<file path="src/rtl/bardec_pkg.sv">
package bardec_pkg;
  localparam int ADDR_W  = 32;
  localparam int CODE_W  = 4;
  localparam int N_SIZED = 4;
  localparam int N_WIN   = N_SIZED + 2;
  localparam int CTRL_W  = CODE_W * N_SIZED + 2;
  localparam int IO_EN_BIT  = CODE_W * N_SIZED;
  localparam int REG_EN_BIT = CODE_W * N_SIZED + 1;
  localparam int N_CFG   = N_WIN + 2;
  localparam int IDX_W   = $clog2(N_CFG);
  localparam int LOG_OFF = ADDR_W;

  typedef logic [ADDR_W-1:0] addr_t;

  // Window size exponent for a size code; ADDR_W marks "disabled".
  function automatic int unsigned code_log2(input logic [CODE_W-1:0] c);
    int unsigned lg;
    if (c == '0)
      lg = LOG_OFF;
    else if (c <= 4'd12)
      lg = 32 - int'(c);
    else
      lg = 16 - (int'(c) - 13);
    return lg;
  endfunction

  function automatic addr_t log2_mask(input int unsigned lg);
    addr_t m;
    if (lg >= ADDR_W)
      m = '0;
    else
      m = {ADDR_W{1'b1}} << lg;
    return m;
  endfunction
endpackage

</file>
<file path="src/rtl/bardec_size_map.sv">
module bardec_size_map
  import bardec_pkg::*;
#(
  parameter int NS = N_SIZED
) (
  input  logic [CODE_W*NS-1:0] codes_i,
  output addr_t                mask_o [NS],
  output logic [NS-1:0]        live_o,
  output logic [NS-1:0]        win_o
);
  localparam logic [CODE_W-1:0] FIRST_SMALL = CODE_W'(13);

  for (genvar k = 0; k < NS; k++) begin : g_code
    logic [CODE_W-1:0] c;
    assign c         = codes_i[k*CODE_W +: CODE_W];
    assign mask_o[k] = log2_mask(code_log2(c));
    assign live_o[k] = (c != '0);
    assign win_o[k]  = (c >= FIRST_SMALL);
  end
endmodule

</file>
<file path="src/rtl/bardec_bar_slot.sv">
module bardec_bar_slot
  import bardec_pkg::*;
(
  input  logic  clk,
  input  logic  rst,
  input  addr_t mask_i,
  input  logic  wr_i,
  input  addr_t wdata_i,
  input  logic  act_i,
  input  addr_t addr_i,
  output addr_t rdata_o,
  output logic  hit_o,
  output addr_t off_o
);
  addr_t base_q;

  // Re-mask every cycle so bits dropped by a smaller size stay dropped.
  always_ff @(posedge clk) begin
    if (rst)
      base_q <= '0;
    else if (wr_i)
      base_q <= wdata_i & mask_i;
    else
      base_q <= base_q & mask_i;
  end

  assign rdata_o = base_q & mask_i;
  assign hit_o   = act_i && ((addr_i & mask_i) == rdata_o);
  assign off_o   = addr_i & ~mask_i;
endmodule

</file>
<file path="src/rtl/bardec_hit_sel.sv">
module bardec_hit_sel
  import bardec_pkg::*;
#(
  parameter int NW = N_WIN
) (
  input  logic [NW-1:0] hits_i,
  input  addr_t         offs_i [NW],
  output logic [NW-1:0] onehot_o,
  output addr_t         off_o
);
  always_comb begin
    onehot_o = '0;
    off_o    = '0;
    for (int k = NW - 1; k >= 0; k--) begin
      if (hits_i[k]) begin
        onehot_o    = '0;
        onehot_o[k] = 1'b1;
        off_o       = offs_i[k];
      end
    end
  end
endmodule

</file>
<file path="src/rtl/bardec_top.sv">
module bardec_top
  import bardec_pkg::*;
#(
  parameter int IO_LOG2  = 8,
  parameter int REG_LOG2 = 12
) (
  input  logic                 clk,
  input  logic                 rst,
  input  logic                 cfg_we_i,
  input  logic [IDX_W-1:0]     cfg_idx_i,
  input  logic [ADDR_W-1:0]    cfg_wdata_i,
  output logic [ADDR_W-1:0]    cfg_rdata_o,
  input  logic                 req_vld_i,
  output logic                 req_rdy_o,
  input  logic [ADDR_W-1:0]    req_addr_i,
  input  logic                 req_io_i,
  output logic                 rsp_vld_o,
  input  logic                 rsp_rdy_i,
  output logic [N_WIN-1:0]     rsp_hit_o,
  output logic [ADDR_W-1:0]    rsp_off_o,
  output logic [N_SIZED-1:0]   win_en_o
);
  localparam int          IDX_CMD  = 0;
  localparam int          IDX_CTRL = 1;
  localparam int          IDX_WIN0 = 2;
  localparam int          SLOT_IO  = 0;
  localparam int          SLOT_REG = 1;
  localparam int          SLOT_SZ0 = 2;

  logic [1:0]        cmd_q;
  logic [CTRL_W-1:0] ctrl_q;

  always_ff @(posedge clk) begin
    if (rst) begin
      cmd_q  <= '0;
      ctrl_q <= '0;
    end else if (cfg_we_i) begin
      if (cfg_idx_i == IDX_W'(IDX_CMD))  cmd_q  <= cfg_wdata_i[1:0];
      if (cfg_idx_i == IDX_W'(IDX_CTRL)) ctrl_q <= cfg_wdata_i[CTRL_W-1:0];
    end
  end

  addr_t              sz_mask [N_SIZED];
  logic [N_SIZED-1:0] sz_live;

  bardec_size_map #(.NS(N_SIZED)) u_map (
    .codes_i (ctrl_q[CODE_W*N_SIZED-1:0]),
    .mask_o  (sz_mask),
    .live_o  (sz_live),
    .win_o   (win_en_o)
  );

  addr_t            slot_mask [N_WIN];
  logic [N_WIN-1:0] slot_act;
  addr_t            slot_rd   [N_WIN];
  addr_t            slot_off  [N_WIN];
  logic [N_WIN-1:0] slot_hit;

  assign slot_mask[SLOT_IO]  = ctrl_q[IO_EN_BIT]  ? log2_mask(IO_LOG2)  : '0;
  assign slot_mask[SLOT_REG] = ctrl_q[REG_EN_BIT] ? log2_mask(REG_LOG2) : '0;
  assign slot_act[SLOT_IO]   = req_io_i && cmd_q[0] && ctrl_q[IO_EN_BIT];
  assign slot_act[SLOT_REG]  = !req_io_i && cmd_q[1] && ctrl_q[REG_EN_BIT];

  for (genvar k = 0; k < N_SIZED; k++) begin : g_sz
    assign slot_mask[SLOT_SZ0+k] = sz_mask[k];
    assign slot_act[SLOT_SZ0+k]  = !req_io_i && cmd_q[1] && sz_live[k];
  end

  for (genvar w = 0; w < N_WIN; w++) begin : g_slot
    bardec_bar_slot u_slot (
      .clk     (clk),
      .rst     (rst),
      .mask_i  (slot_mask[w]),
      .wr_i    (cfg_we_i && (cfg_idx_i == IDX_W'(IDX_WIN0 + w))),
      .wdata_i (cfg_wdata_i),
      .act_i   (slot_act[w]),
      .addr_i  (req_addr_i),
      .rdata_o (slot_rd[w]),
      .hit_o   (slot_hit[w]),
      .off_o   (slot_off[w])
    );
  end

  always_comb begin
    cfg_rdata_o = '0;
    if (cfg_idx_i == IDX_W'(IDX_CMD))
      cfg_rdata_o = ADDR_W'(cmd_q);
    else if (cfg_idx_i == IDX_W'(IDX_CTRL))
      cfg_rdata_o = ADDR_W'(ctrl_q);
    else
      for (int w = 0; w < N_WIN; w++)
        if (cfg_idx_i == IDX_W'(IDX_WIN0 + w))
          cfg_rdata_o = slot_rd[w];
  end

  logic [N_WIN-1:0] sel_hit;
  addr_t            sel_off;

  bardec_hit_sel #(.NW(N_WIN)) u_sel (
    .hits_i   (slot_hit),
    .offs_i   (slot_off),
    .onehot_o (sel_hit),
    .off_o    (sel_off)
  );

  logic take;
  assign req_rdy_o = !rsp_vld_o || rsp_rdy_i;
  assign take      = req_vld_i && req_rdy_o;

  always_ff @(posedge clk) begin
    if (rst) begin
      rsp_vld_o <= 1'b0;
      rsp_hit_o <= '0;
      rsp_off_o <= '0;
    end else if (take) begin
      rsp_vld_o <= 1'b1;
      rsp_hit_o <= sel_hit;
      rsp_off_o <= sel_off;
    end else if (rsp_rdy_i) begin
      rsp_vld_o <= 1'b0;
    end
  end
endmodule

</file>
<file path="config.mk">
export PLATFORM = sky130hd
export DESIGN_NAME = bardec_top
export DESIGN_NICKNAME = d
export VERILOG_FILES = /design/src/rtl/bardec_pkg.sv /design/src/rtl/bardec_size_map.sv /design/src/rtl/bardec_bar_slot.sv /design/src/rtl/bardec_hit_sel.sv /design/src/rtl/bardec_top.sv
export SDC_FILE = /design/constraint.sdc
export NUM_CORES = 1
export LEC_CHECK = 0
export ABC_AREA = 1
export BUFFER_PORTS_ARGS = -buffer_cell sky130_fd_sc_hd__buf_2
export CORE_AREA = 2 2 265 267
export CTS_CLUSTER_SIZE = 40
export DETAILED_ROUTE_END_ITERATION = 7
export DIE_AREA = 0 0 267 269
export SETUP_SLACK_MARGIN = 0.4
export SYNTH_ARGS = -nofsm -noshare
export SYNTH_HDL_FRONTEND = slang
export SYNTH_SLANG_ARGS = --single-unit
</file>
<file path="constraint.sdc">
create_clock -name clk -period 3.43 [get_ports clk]
set_clock_uncertainty 0.2 [all_clocks]
set_input_delay 0.1715 -clock clk [delete_from_list [all_inputs] [get_ports clk]]
set_output_delay 0.1715 -clock clk [all_outputs]
set_load 0.005 [all_outputs]
</file>
==> flow_summary.ini <==
[global_routing]
grt_pass1_wl_um = 150000
grt_max_degree = 202
antenna_found_initial = 3
gr-total-overflow = 0
grt.total_usage_pct = 28.6
grt_pass1_vias = 21700

[status]
status = finished, violations left
failed_checks = hold timing, setup timing

[cells_and_area]
finalNetCount = 3435
design_area_sq_um = 26800
drive_gt1_share_pct = 35.8
synthToLayoutAreaGrowth_pct = 57.1
utilization_pct = 38.6
stdcell_count = 4312
fillers = 7238

[worst_setup_path]
reg2reg_slack_ns = -0.10
worstSetupPathType = reg2out
timing.rr.start = ctrl_q[5]$_SDFFE_PP0P_
path_cells = inv_2 -> ha_4 -> buf_6 -> nand3_4 -> buf_6 -> nand4_1 -> o21ai_1 -> buf_4 -> nand2_4 -> nand2_4 -> nor2_1 -> buf_4 -> buf_6 -> nand3_2 -> nand4_1 -> a311oi_2 -> buf_4 -> a21oi_2 -> buf_2
critPathRequiredTime_ns = 3.06
critical_path.slowest_cell = a311oi_2
r2r-end = rsp_off_o[28]$_SDFFE_PP0P_
start_kind = register
end_kind = primary output
crit_path_max_fanout = 4
crit_arrival_ns = 3.42
r2r_cells = 27
cp_top_family = buffers and inverters
slowest_delay_ns = 0.37
cp_num_buf_inv = 8

[clocking]
path_clk_slew_ns = 0.06
clockRootBuffer = clkbuf_16
htreeDepth = 1
clock_sinks = 227
tritoncts = done
clk_path_buf_depth = 3
clkLatencyLatePin_ns = 0.62
cts_buffers = 30

[detailed_routing]
ant_nets = 0
totalWireLength_um = 108000
drc_errors = 0
viasPerCell = 5.52
drt_first_iter_violations = 3293
wl_per_cell_um = 25.0
vias = 23800
dr.pass1.iters = 6

[synthesis]
synth-seq-cells = 227
synth_edf_count = 0
yosysWarnings = 0
synthFlopType = dfxtp_1
synth.net_count = 2872
netlist_instances = 2783
avgSynthCellArea_sq_um = 6.12
seq_area_frac_synth_pct = 26.7
synth_cell_types = 53
async_flop_share_pct = 0
synth_area_sq_um = 17000

[place]
io_buffers = 148
dp_hpwl_um = 79200
post-place-ws_ns = -0.167
place_congestion = 1.04
dp.cells = 4064
place_area_sq_um = 21400

[min_path]
hp-class = in2reg
min_to = rsp_off_o[3]$_SDFFE_PP0P_
hold-path-cell-count = 5
worstHoldStart = req_addr_i[3]

[timing]
layout_setup_ws_ns = -0.358
maxSlewHeadroom_pct = 1.19
fin_tns_setup_ns = -6.04
min_period_over_period_pct = 110
fin_crit_ns = 3.79
tightest_slew_ns = 1.48
drv_slew = 0
final-setup-viol-count = 58
whs_ns = -0.0213
rsz0062_at_grt = yes
finalHoldViolations = 8
clock.fmax_mhz = 264

[floorplanning]
num_rows = 97
initial_core_util_pct = 24.6
io_pins = 149
die_y_um = 269
dieArea_sq_um = 71800
die_x_um = 267
core_sq_um = 69300

[pwr]
power.leakage_nw = 11.5
max-vdd-ir-drop_uv = 401
p_per_area_nw_per_um2 = 294

[run]
maxCapViolCount = 0
cell type report:
type,count,area (sq um),share of cell area [%]
diodes,2,5.00,0.0187
clock buffers,41,842,3.14
clock inverters,15,196,0.734
inverters,233,946,3.53
multi-input cells,2160,13300,49.6
flip-flops and latches,227,4570,17.1
well taps,940,1180,4.39
repair buffers,694,5770,21.6
per-stage QoR:
step	hold WS, ns	power, mW
2_1_floorplan	0.112	3.38
3_3_place_gp	0.251	4.13
3_5_place_dp	0.256	4.12
4_1_cts	0.00617	7.69
5_1_grt	0.0342	8.01
6_report	-0.0213	7.87
kinds of logic (layout without fill, tap and decap cells):
family | after synthesis | in the layout | share of synthesized area (%)
compound gates | 571 | 571 | 19.7
xor+xnor | 113 | 113 | 5.81
fa+ha+maj | 16 | 16 | 1.17
buf+inv | 397 | 983 | 9.19
flops | 227 | 227 | 26.7
other cells | 0 | 2 | 0
simple gates | 1459 | 1460 | 37.4
where the power goes:
part	switching (mW)	internal [mW]
clock network	1.42	2.01
registers	0.0290	2.66
logic	1.16	0.582
total	2.61	5.26
synthesized netlist by cell type, drive strengths merged, types with 3 or more instances:
cell     count  area share [%]
nand2      674              15
o211ai       7            0.31
nand3b       4            0.18
a41oi        3            0.15
inv        224             4.9
nor4        12            0.44
o221ai       9            0.46
a211oi      75             3.3
clkbuf     117             2.6
o2111ai      4            0.21
o21ai      124             3.7
or2          3            0.11
xnor2       20             1.0
nand3      387              12
o311ai       5            0.26
a22oi        3            0.13
a311oi      14            0.72
ha          16             1.2
nor2       277             6.4
clkinv       9            0.20
nor3        48             1.4
xor2        93             4.8
dfxtp      227              27
a21boi       3            0.13
o22ai       22            0.81
o32ai        5            0.26
a2111oi      7            0.36
buf         47             1.5
nand4       51             1.9
a21oi      252             7.4
a31oi       30             1.1
tightest hold or removal path, cell delays in order:
cell and delay [ns]:
buf_2 0.19, a21oi_4 0.17, nor3_2 0.06, nor2_1 0.08
nor2_1 0.05
metal layers:
layer,global-route usage [%],vias to the layer above,part of all wire [%]
li1,-,10600,-
met1,36.6,11100,39
met2,42.8,1617,42
met3,6.59,435,11
met4,19.5,4,8.4
met5,0,-,0.021
cell usage in the layout (no fill, tap or decap), types with 55 or more instances in the layout:
| master | n |
|---|---|
| inv_1 | 173 |
| buf_6 | 96 |
| nand2_2 | 93 |
| buf_4 | 368 |
| nand2_1 | 537 |
| a211oi_1 | 75 |
| o21ai_0 | 58 |
| nand3_2 | 55 |
| buf_2 | 144 |
| nor2_1 | 189 |
| nand3_1 | 316 |
| xor2_1 | 93 |
| dfxtp_1 | 212 |
| a21oi_1 | 213 |
flip-flops by register name, indices dropped and copies added (netlist names):
| register | count |
|---|---|
| rsp_off_o | 32 |
| g_slot.u_slot.base_q | 168 |
| cmd_q | 2 |
| rsp_vld_o | 1 |
| ctrl_q | 18 |
| rsp_hit_o | 6 |
worst max-delay path by stage:
stage	slack, ns	from	endpoint	depth (start not counted)
2_1_floorplan	0.40	ctrl_q[0]$_SDFFE_PP0P_	rsp_off_o[27]$_SDFFE_PP0P_	26
3_5_place_dp	-0.17	ctrl_q[9]$_SDFFE_PP0P_	rsp_off_o[29]$_SDFFE_PP0P_	26
4_1_cts	-0.31	ctrl_q[0]$_SDFFE_PP0P_	cfg_rdata_o[14]	19
6_report	-0.36	ctrl_q[5]$_SDFFE_PP0P_	cfg_rdata_o[14]	19
5_1_grt	-0.44	ctrl_q[1]$_SDFFE_PP0P_	cfg_rdata_o[18]	20
3_3_place_gp	-0.15	ctrl_q[5]$_SDFFE_PP0P_	rsp_off_o[29]$_SDFFE_PP0P_	24
repair_timing:
item | in CTS | in global routing
gates cloned | 4 | 4
gates resized for setup | 416 | 296
endpoints found under the setup margin | 67 | 67
hold buffers | 51 | 0
endpoints found under the hold margin | 203 | 0
buffers inserted | 82 | 49
pin swaps | 130 | 157
Power figures use the tool's default switching activity.
